File: config.mk
export PLATFORM = sky130hd
export DESIGN_NAME = fpr_gpr_xfer
export DESIGN_NICKNAME = d
export VERILOG_FILES = /design/src/rtl/xfer_pkg.sv /design/src/rtl/xfer_narrow.sv /design/src/rtl/xfer_widen.sv /design/src/rtl/xfer_crgen.sv /design/src/rtl/fpr_gpr_xfer.sv
export SDC_FILE = /design/constraint.sdc
export NUM_CORES = 1
export LEC_CHECK = 0
export BUFFER_PORTS_ARGS = -buffer_cell sky130_fd_sc_hd__buf_2
export CELL_PAD_IN_SITES_DETAIL_PLACEMENT = 0
export CELL_PAD_IN_SITES_GLOBAL_PLACEMENT = 1
export CORE_ASPECT_RATIO = 0.9
export CORE_UTILIZATION = 45
export DETAILED_ROUTE_END_ITERATION = 6
export GPL_TIMING_DRIVEN = 0
export PLACE_DENSITY = 0.95
export SETUP_SLACK_MARGIN = 0.4
export SLEW_MARGIN = 0
export SYNTH_ARGS = -nofsm -noshare
export SYNTH_HDL_FRONTEND = slang
export SYNTH_SLANG_ARGS = --single-unit
File: constraint.sdc
create_clock -name clk -period 44.7 [get_ports clk]
set_input_delay 2.235 -clock clk [delete_from_list [all_inputs] [get_ports clk]]
set_output_delay 2.235 -clock clk [all_outputs]
set_load 0.005 [all_outputs]
File: src/rtl/xfer_pkg.sv
`timescale 1ns/1ps
package xfer_pkg;
  localparam int XW       = 64;
  localparam int SW       = 32;
  localparam int D_EW     = 11;
  localparam int D_FW     = 52;
  localparam int S_EW     = 8;
  localparam int S_FW     = 23;
  localparam int BIAS_GAP = 896;              // double bias minus single bias
  localparam int PAD_W    = D_FW - S_FW;      // 29 fraction bits dropped/added
  localparam int SUB_SPAN = S_FW;             // exponents with a subnormal image
  localparam int LZ_W     = $clog2(S_FW + 1);

  typedef enum logic [1:0] {
    OP_RAW_TO_INT = 2'd0,
    OP_RAW_TO_FP  = 2'd1,
    OP_NARROW     = 2'd2,
    OP_WIDEN      = 2'd3
  } xop_e;

  typedef struct packed {
    logic lt;
    logic gt;
    logic eq;
    logic so;
  } crf_t;
endpackage

File: src/rtl/xfer_narrow.sv
`timescale 1ns/1ps
module xfer_narrow
  import xfer_pkg::*;
(
  input  logic [XW-1:0] dbl,
  output logic [SW-1:0] sgl
);
  localparam logic [D_EW-1:0] E_NORM_MIN = D_EW'(BIAS_GAP + 1);
  localparam logic [D_EW-1:0] E_SUB_MIN  = D_EW'(BIAS_GAP + 1 - SUB_SPAN);

  logic              sgn;
  logic [D_EW-1:0]   dexp;
  logic [S_FW:0]     sig;
  logic [D_EW-1:0]   deficit;
  logic [S_FW:0]     shifted;
  logic [SW-1:0]     bit_pick;

  assign sgn      = dbl[XW-1];
  assign dexp     = dbl[XW-2 -: D_EW];
  assign sig      = {1'b1, dbl[D_FW-1 -: S_FW]};
  assign deficit  = E_NORM_MIN - dexp;
  assign shifted  = sig >> deficit[LZ_W-1:0];
  // sign, exponent MSB, low exponent bits and top fraction bits
  assign bit_pick = {dbl[XW-1], dbl[XW-2], dbl[XW-2-(D_EW-S_EW+1) -: (SW-2)]};

  always_comb begin
    if (dexp >= E_NORM_MIN)
      sgl = bit_pick;
    else if (dexp >= E_SUB_MIN)
      sgl = {sgn, {S_EW{1'b0}}, shifted[S_FW-1:0]};
    else
      sgl = {sgn, {(SW-1){1'b0}}};
  end
endmodule

File: src/rtl/xfer_widen.sv
`timescale 1ns/1ps
module xfer_widen
  import xfer_pkg::*;
(
  input  logic [SW-1:0] sgl,
  output logic [XW-1:0] dbl
);
  logic              sgn;
  logic [S_EW-1:0]   sexp;
  logic [S_FW-1:0]   frac;
  logic [LZ_W-1:0]   lz;
  logic              seen;
  logic [S_FW-1:0]   norm_frac;
  logic [D_EW-1:0]   norm_exp;
  logic [D_EW-1:0]   rebias_exp;

  assign sgn  = sgl[SW-1];
  assign sexp = sgl[SW-2 -: S_EW];
  assign frac = sgl[S_FW-1:0];

  always_comb begin
    lz   = '0;
    seen = 1'b0;
    for (int i = S_FW - 1; i >= 0; i--) begin
      if (!seen) begin
        if (frac[i]) seen = 1'b1;
        else         lz   = lz + 1'b1;
      end
    end
  end

  assign norm_frac  = frac << (lz + 1'b1);
  assign norm_exp   = D_EW'(BIAS_GAP) - D_EW'(lz);
  assign rebias_exp = D_EW'(BIAS_GAP) + D_EW'(sexp);

  always_comb begin
    if (sexp == {S_EW{1'b1}})
      dbl = {sgn, {D_EW{1'b1}}, frac, {PAD_W{1'b0}}};
    else if (sexp != '0)
      dbl = {sgn, rebias_exp, frac, {PAD_W{1'b0}}};
    else if (frac == '0)
      dbl = {sgn, {(XW-1){1'b0}}};
    else
      dbl = {sgn, norm_exp, norm_frac, {PAD_W{1'b0}}};
  end
endmodule

File: src/rtl/xfer_crgen.sv
`timescale 1ns/1ps
module xfer_crgen
  import xfer_pkg::*;
(
  input  logic [XW-1:0] res,
  input  logic          so,
  output crf_t          crf
);
  logic is_zero;
  assign is_zero = (res == '0);
  always_comb begin
    crf.lt = res[XW-1];
    crf.gt = !res[XW-1] && !is_zero;
    crf.eq = is_zero;
    crf.so = so;
  end
endmodule

File: src/rtl/fpr_gpr_xfer.sv
`timescale 1ns/1ps
module fpr_gpr_xfer
  import xfer_pkg::*;
(
  input  logic          clk,
  input  logic          rst,
  input  logic          in_valid,
  output logic          in_ready,
  input  logic [1:0]    in_op,
  input  logic          in_rec,
  input  logic [63:0]   in_data,
  input  logic          in_so,
  output logic          out_valid,
  input  logic          out_ready,
  output logic [63:0]   out_data,
  output logic [3:0]    out_cr,
  output logic          out_cr_we
);
  xop_e           op;
  logic           take;
  logic [SW-1:0]  narrow_w;
  logic [XW-1:0]  widen_d;
  logic [XW-1:0]  result;
  logic           to_int;
  crf_t           crf;

  assign op       = xop_e'(in_op);
  assign in_ready = !out_valid || out_ready;
  assign take     = in_valid && in_ready;
  assign to_int   = (op == OP_RAW_TO_INT) || (op == OP_NARROW);

  xfer_narrow u_narrow (.dbl(in_data), .sgl(narrow_w));
  xfer_widen  u_widen  (.sgl(in_data[SW-1:0]), .dbl(widen_d));

  always_comb begin
    unique case (op)
      OP_NARROW: result = {{(XW-SW){1'b0}}, narrow_w};
      OP_WIDEN:  result = widen_d;
      default:   result = in_data;
    endcase
  end

  xfer_crgen u_crgen (.res(result), .so(in_so), .crf(crf));

  always_ff @(posedge clk) begin
    if (rst) begin
      out_valid <= 1'b0;
      out_data  <= '0;
      out_cr    <= '0;
      out_cr_we <= 1'b0;
    end else if (take) begin
      out_valid <= 1'b1;
      out_data  <= result;
      out_cr_we <= to_int && in_rec;
      out_cr    <= (to_int && in_rec) ? crf : '0;
    end else if (out_ready) begin
      out_valid <= 1'b0;
    end
  end
endmodule

# Yosys cells after proc, flatten, opt, wreduce, memory -nomap -nowiden
# Cells that the tools add are included.
# W data, S select, Z words.
dict set report word_totals {
  register_bits 70
  latch_bits 0
  ram_bits 0
  romBits 0
  out_inout_bits 71
  wordCells 147
  n_memories 0
}
dict set report classes {
  n_addsub 26
  multipliers 0
  div_mod_pow 0
  n_lt_le_gt_ge 2
  eq_ne 3
  shifts 2
  muxes 97
  n_bitwise 0
  reduce_logical 13
}
# operator n
set op_table {}
lappend op_table {{$mux W5} 44}
lappend op_table {{$mux W63} 3}
lappend op_table {{$pmux W64 S2} 1}
lappend op_table {{$add A5 B1 Y5 const B} 22}
lappend op_table {{$logic_not A64 Y1} 1}
lappend op_table {{$mux W1} 46}
lappend op_table {{$mux W31} 1}
lappend op_table {{$shr A24 B5 Y23} 1}
lappend op_table {{$logic_not A23 Y1} 1}
lappend op_table {{$mux W23} 1}
lappend op_table {{$shl A23 B5 Y23} 1}
lappend op_table {{$ge A11 B10 Y1 const B} 2}
lappend op_table {{$add A10 B8 Y11 const A} 1}
lappend op_table {{$sub A10 B5 Y11 const A} 1}
lappend op_table {{$eq A8 B8 Y1 const B} 1}
lappend op_table {{$reduce_bool A8 Y1} 1}
lappend op_table {{$sub A1 B5 Y5 const A} 1}
lappend op_table {{$eq A2 B2 Y1 const B} 2}
lappend op_table {{$mux W4} 1}
lappend op_table {{$logic_and A1 B1 Y1} 3}
lappend op_table {{$logic_not A1 Y1} 3}
lappend op_table {{$add A1 B1 Y2 const B} 1}
lappend op_table {{$logic_not A2 Y1} 1}
lappend op_table {{$logic_or A1 B1 Y1} 2}
lappend op_table {{$reduce_bool A2 Y1} 1}

# Longest topological paths before layout
dict set report logic_depth {
  ltp_word 77
  mapped_depth 81
  depth_no_buf 80
}

# Cells and area by module
# Synthesis repeated with hierarchy kept, for this count alone.
dict set report unflattened {
  hier_cells 1365
  area_unflattened_um2 10292.4
}
# module n_inst cells_per_inst area_each_um2 seq_area_each_um2
set modules_own_cells {}
lappend modules_own_cells {fpr_gpr_xfer 1 500 4249.1 1401.3}
lappend modules_own_cells {xfer_widen 1 612 4235.3 0.0}
lappend modules_own_cells {xfer_narrow 1 228 1619.1 0.0}
lappend modules_own_cells {xfer_crgen 1 25 188.9 0.0}

# Least setup slack after synthesis
# No wires, ideal clock.
dict set report synth_timing {
  path_type {input -> register}
  startpoint {in in_data[20]}
  endpoint {reg out_cr[2]}
  setup_time_ns 0.117
  arrival_time_ns 16.016
  slack_ns 28.567
  stages 79
  cell_sequence {buf_2 -> a21o_1 -> inv_1 -> ha_1 -> o31a_1 -> ha_1 -> nand2_1 -> nand2_1 -> ha_1 -> mux2i_1 -> o31ai_1 -> ha_1 -> mux2_2 -> ha_1 -> mux2i_1 -> nand2_1 -> nand3_1 -> and2_1 -> (+43 left out) -> nand2_1 -> ha_1 -> o21a_1 -> ha_1 -> mux2i_1 -> a21boi_0 -> ha_1 -> buf_1 -> clkbuf_1 -> a31oi_1 -> mux2i_1 -> mux2i_1 -> or4_1 -> o21ai_0 -> o21ai_0 -> nor4_1 -> nand4_1 -> a32o_1}
}
dict set report synth_via {
  elab_chain_len 72
}
# element line
set synth_lines {}
lappend synth_lines {{from (decl)} fpr_gpr_xfer.sv:11} ;# input logic [63:0] in_data,
lappend synth_lines {{$mux W5} xfer_widen.sv:26} ;# if (frac[i]) seen = 1'b1;
lappend synth_lines {{$mux W5} xfer_widen.sv:25} ;# if (!seen) begin
lappend synth_lines {{$add A5 B1 Y5} xfer_widen.sv:27} ;# else lz = lz + 1'b1;
lappend synth_lines {{$mux W5} xfer_widen.sv:26}
lappend synth_lines {{$mux W5} xfer_widen.sv:25}
lappend synth_lines {{$add A5 B1 Y5} xfer_widen.sv:27}
lappend synth_lines {{$mux W5} xfer_widen.sv:26}
lappend synth_lines {{$mux W5} xfer_widen.sv:25}
lappend synth_lines {{(+56 left out)} --}
lappend synth_lines {{$mux W63} xfer_widen.sv:41} ;# else if (frac == '0)
lappend synth_lines {{$mux W63} xfer_widen.sv:39} ;# else if (sexp != '0)
lappend synth_lines {{$mux W63} xfer_widen.sv:37} ;# if (sexp == {S_EW{1'b1}})
lappend synth_lines {{$pmux W64 S2 *} fpr_gpr_xfer.sv:36} ;# unique case (op)
lappend synth_lines {{$logic_not A64 Y1 *} xfer_crgen.sv:10} ;# assign is_zero = (res == '0);
lappend synth_lines {{$logic_not A1 Y1 *} xfer_crgen.sv:13} ;# crf.gt = !res[XW-1] && !is_zero;
lappend synth_lines {{$logic_and A1 B1 Y1 *} xfer_crgen.sv:13}
lappend synth_lines {{$mux W4 *} fpr_gpr_xfer.sv:55} ;# out_cr <= (to_int && in_rec) ? crf : '0;
lappend synth_lines {{to (signal assigned)} fpr_gpr_xfer.sv:55}
lappend synth_lines {{to (decl)} fpr_gpr_xfer.sv:16} ;# output logic [3:0] out_cr,
# Mark *: on every way between the ends. The rest lies on a longest branch, timed or not.
# A chain may end at the register's enable or synchronous reset.

# Worst setup path after layout
dict set report layout_timing {
  startpoint {in in_data[19]}
  endpoint {reg out_cr[2]}
}
dict set report layout_via {
  elab_chain_len 69
}
# element line
set layout_lines {}
lappend layout_lines {{$mux W5} xfer_widen.sv:26}
lappend layout_lines {{$mux W5} xfer_widen.sv:25}
lappend layout_lines {{$add A5 B1 Y5} xfer_widen.sv:27}
lappend layout_lines {{$mux W5} xfer_widen.sv:26}
lappend layout_lines {{$mux W5} xfer_widen.sv:25}
lappend layout_lines {{$add A5 B1 Y5} xfer_widen.sv:27}
lappend layout_lines {{$mux W5} xfer_widen.sv:26}
lappend layout_lines {{$mux W5} xfer_widen.sv:25}
lappend layout_lines {{(+53 left out)} --}
lappend layout_lines {{$mux W63} xfer_widen.sv:41}
lappend layout_lines {{$mux W63} xfer_widen.sv:39}
lappend layout_lines {{$mux W63} xfer_widen.sv:37}
lappend layout_lines {{$pmux W64 S2 *} fpr_gpr_xfer.sv:36}
lappend layout_lines {{$logic_not A64 Y1 *} xfer_crgen.sv:10}
lappend layout_lines {{$logic_not A1 Y1 *} xfer_crgen.sv:13}
lappend layout_lines {{$logic_and A1 B1 Y1 *} xfer_crgen.sv:13}
lappend layout_lines {{$mux W4 *} fpr_gpr_xfer.sv:55}
# Marks and branches as above.

==> run_summary.xml <==
<?xml version="1.0" encoding="UTF-8"?>
<metrics>
  <group name="clock_network">
    <metric name="cts_repair_resize_count" unit="">0</metric>
    <metric name="post_cts_buffers" unit="">0</metric>
    <metric name="h-tree-depth" unit="">3</metric>
    <metric name="tritoncts" unit="">yes</metric>
    <metric name="clk_pin_slew_worst_paths" unit="ns">0.07</metric>
    <metric name="ctsLongestPathBuffers" unit="">2</metric>
    <metric name="numCtsBuffers" unit="">9</metric>
    <metric name="cts.hold.buffers_added" unit="">0</metric>
    <metric name="clock-sinks" unit="">70</metric>
    <metric name="root_buffer" unit="">clkbuf_16</metric>
    <metric name="worst_skew_late_latency" unit="ns">0.34</metric>
  </group>
  <group name="floorplanning">
    <metric name="chipWidth" unit="µm">146</metric>
    <metric name="die_outline_area" unit="µm²">19300</metric>
    <metric name="top_level_ports" unit="">143</metric>
    <metric name="starting_density_of_the_core" unit="%">46.0</metric>
    <metric name="core_area" unit="µm²">18300</metric>
    <metric name="fp-row-count" unit="">47</metric>
    <metric name="die_h" unit="µm">132</metric>
  </group>
  <group name="global_route">
    <metric name="antenna_found_initial" unit="">0</metric>
    <metric name="first_global_vias" unit="">9206</metric>
    <metric name="largest_net_degree_at_the_start_of_global_routing" unit="">17</metric>
    <metric name="track_usage" unit="%">36.0</metric>
    <metric name="grt_first_pass_wirelength" unit="µm">54000</metric>
    <metric name="globalRouteOverflowTotal" unit="">0</metric>
  </group>
  <group name="run_status">
    <metric name="failed_checks" unit="">design-rule violations</metric>
    <metric name="status" unit="">complete, but fails checks</metric>
  </group>
  <group name="layout">
    <metric name="layout.nets" unit="">1406</metric>
    <metric name="synthToLayoutAreaGrowth" unit="%">14.9</metric>
    <metric name="multi_input_area" unit="µm²">6540</metric>
    <metric name="final_layout_size_suffix_gt1_share" unit="%">15.4</metric>
    <metric name="filler_cell_count" unit="">1837</metric>
    <metric name="antenna_cells" unit="">0</metric>
    <metric name="final_core_util" unit="%">52.8</metric>
    <metric name="instances_no_fill" unit="">1560</metric>
    <metric name="final-seq-area" unit="µm²">1400</metric>
  </group>
  <group name="synthesis">
    <metric name="ys_seq_elements" unit="">70</metric>
    <metric name="largest_family_of_logic_cells_by_synthesized_area" unit="">compound AO/OA/AOI/OAI gates</metric>
    <metric name="synth_area_leader_cell" unit="">dfxtp_1</metric>
    <metric name="synthDominantCellAreaShare" unit="%">16.6</metric>
    <metric name="ys_warn_count" unit="">0</metric>
    <metric name="synthMuxAreaShare" unit="%">15.3</metric>
    <metric name="synth_simple_gate_area_share" unit="%">25.0</metric>
    <metric name="yosys-top-cells-count" unit="">nor2_1 (146), nand2_1 (127), a21oi_1 (93)</metric>
    <metric name="synth_flop_cell" unit="">dfxtp_1</metric>
    <metric name="synth-async-reset-ratio" unit="%">0</metric>
    <metric name="synth-xor-area-share" unit="%">6.23</metric>
    <metric name="postSynthCellCount" unit="">1171</metric>
    <metric name="dominant_cell_by_count_in_the_synthesized_netlist" unit="">nor2_1</metric>
    <metric name="yosysSeqAreaShare" unit="%">16.6</metric>
    <metric name="synthesized_area_fraction_occupied_by_adder_cells" unit="%">3.92</metric>
    <metric name="synth_top_cells_by_area" unit="">dfxtp_1 (17%), mux2i_1 (8.2%), nor2_1 (6.5%)</metric>
    <metric name="synth-compound-area-share" unit="%">27.1</metric>
    <metric name="mappedNetlistNets" unit="">1267</metric>
    <metric name="postSynthAreaPerCell" unit="µm²">7.20</metric>
    <metric name="netlist-cell-type-count" unit="">75</metric>
    <metric name="cell_area_after_synthesis" unit="µm²">8430</metric>
    <metric name="synth-edff-count" unit="">0</metric>
  </group>
  <group name="place">
    <metric name="dpl.cell_count" unit="">1544</metric>
    <metric name="numPortBuffers" unit="">128</metric>
    <metric name="dp_hpwl" unit="µm">28200</metric>
    <metric name="place_congestion" unit="">1.01</metric>
  </group>
  <group name="timing">
    <metric name="finalMaxSlewViolations" unit="">0</metric>
    <metric name="grt_setup_unrepaired" unit="">no</metric>
    <metric name="final.period_utilization" unit="%">41.3</metric>
    <metric name="number_of_hold_violations_in_the_final_report" unit="">0</metric>
    <metric name="timing.slew.headroom" unit="%">29.6</metric>
    <metric name="period_minus_slack" unit="ns">18.47</metric>
    <metric name="max_freq" unit="GHz">0.0541</metric>
    <metric name="timing_worst_slew_pin_value" unit="ns">1.05</metric>
    <metric name="setup_viol" unit="">0</metric>
    <metric name="clock-skew-final" unit="ns">0.0103</metric>
    <metric name="final.setup.tns" unit="ns">0</metric>
  </group>
  <group name="worst_setup_path">
    <metric name="critical_path_peak_fanout" unit="">10</metric>
    <metric name="crit_required" unit="ns">44.94</metric>
    <metric name="number_of_buffers_and_inverters_on_the_critical_path" unit="">4</metric>
    <metric name="critPathKind" unit="">in -&gt; reg</metric>
    <metric name="critical-path-top-delay-family" unit="">adder cells</metric>
    <metric name="most_repeated_library_cell_on_the_critical_path" unit="">ha_1</metric>
    <metric name="worstSetupEndpointType" unit="">register</metric>
    <metric name="worstSetupStartpointType" unit="">primary input</metric>
    <metric name="critical_path.max_stage_delay" unit="ns">0.87</metric>
    <metric name="critPathSlowestCell" unit="">nor4_1</metric>
    <metric name="cp_data_arrival_time" unit="ns">18.71</metric>
  </group>
  <group name="routing">
    <metric name="viasPerCell" unit="">6.53</metric>
    <metric name="via_count" unit="">10200</metric>
    <metric name="detail_route.first_pass.iterations" unit="">7</metric>
    <metric name="drc" unit="">2</metric>
    <metric name="wl_final" unit="µm">35800</metric>
    <metric name="postRouteAntennaNets" unit="">0</metric>
    <metric name="drt-wirelength-per-cell" unit="µm">22.9</metric>
    <metric name="drt_first_iter_violations" unit="">1323</metric>
  </group>
  <group name="worst_hold_path">
    <metric name="worst_hold_path_type" unit="">reg -&gt; reg</metric>
  </group>
  <group name="run">
    <metric name="drv_cap" unit="">0</metric>
  </group>
  <group name="power_and_ir_drop">
    <metric name="p_leak" unit="nW">3.94</metric>
    <metric name="worst_ir_drop_vdd" unit="µV">17.0</metric>
    <metric name="p_per_area" unit="nW/µm²">23.9</metric>
  </group>
</metrics>
[layer usage]
layer	up-vias	part of all wire [%]	global-route usage [%]
li1	4623	-	-
met1	4832	44	52.3
met2	644	42	52.8
met3	85	11	7.40
met4	0	3.1	11.7
met5	-	0	0
[report_power, final]
| part | internal (W) | total (W) | switching, W |
|---|---|---|---|
| sequential | 0.0000666 | 0.0000689 | 0.00000231 |
| clock | 0.0000397 | 0.0000726 | 0.0000329 |
| combinational | 0.0000321 | 0.0000900 | 0.0000578 |
[sequential cells by signal, summed over array words and instances, names as in the netlist]
signal,flops
out_cr,4
out_cr_we,1
out_data,64
out_valid,1
[path summary, 6_finish.rpt]
| check | cells after the start | startpoint | slack [ns] | end |
|---|---|---|---|---|
| max | 77 | in_data[19] | 26.23 | out_cr[2] |
| min | 2 | out_cr[1] | 0.46 | out_cr[1] |
| max reg2reg | 7 | out_valid | 42.55 | out_data[3] |
| min reg2reg | 2 | out_cr[1] | 0.46 | out_cr[1] |
[worst reg2reg max path, stage by stage (launching register included)]
cell and delay, ns:
dfxtp_1 0.31, nand2b_1 0.11, and2_1 0.14, clkbuf_1 0.40, clkbuf_1 0.54, o221ai_1 0.30
o21ai_0 0.16, nor2_1 0.05
[cell usage in the layout, fill, tap and decap left out, types with 28 or more instances in the layout]
master and count:
nor2_1 146, buf_2 134, nand2_1 127, a21oi_1 93
clkbuf_1 76, o21ai_0 74, dfxtp_1 70, mux2i_1 69
a22oi_1 36, a211oi_1 35, inv_1 31, nand3_1 28
[cell type report]
type / count / area share, %
Buffer: 95 / 3.84
Sequential cell: 70 / 14.5
Clock buffer: 9 / 2.32
Timing Repair Buffer: 128 / 6.61
Multi-Input combinational cell: 973 / 67.5
Tap cell: 245 / 3.16
Inverter: 33 / 1.28
Clock inverter: 7 / 0.788
[stage by stage]
step	cell area [µm²]	setup WS, ns	power, W	hold slack (ns)
after floorplan	8430	28.57	0.000125	0.448
after global placement	9380	26.42	0.000156	0.438
after CTS	9680	26.48	0.000229	0.463
after detailed placement	9380	26.21	0.000156	0.454
after global routing	9690	25.11	0.000241	0.478
final	9690	26.23	0.000232	0.460
[cell families (layout without fill, tap and decap cells)]
logic type	count (synthesis)	in the layout
flops	70	70
buf+inv	128	272
xor+xnor	48	48
simple gates	445	445
mux	103	103
compound gates	350	350
fa+ha+maj	27	27
Note: power is estimated with default switching activity, not from simulation.
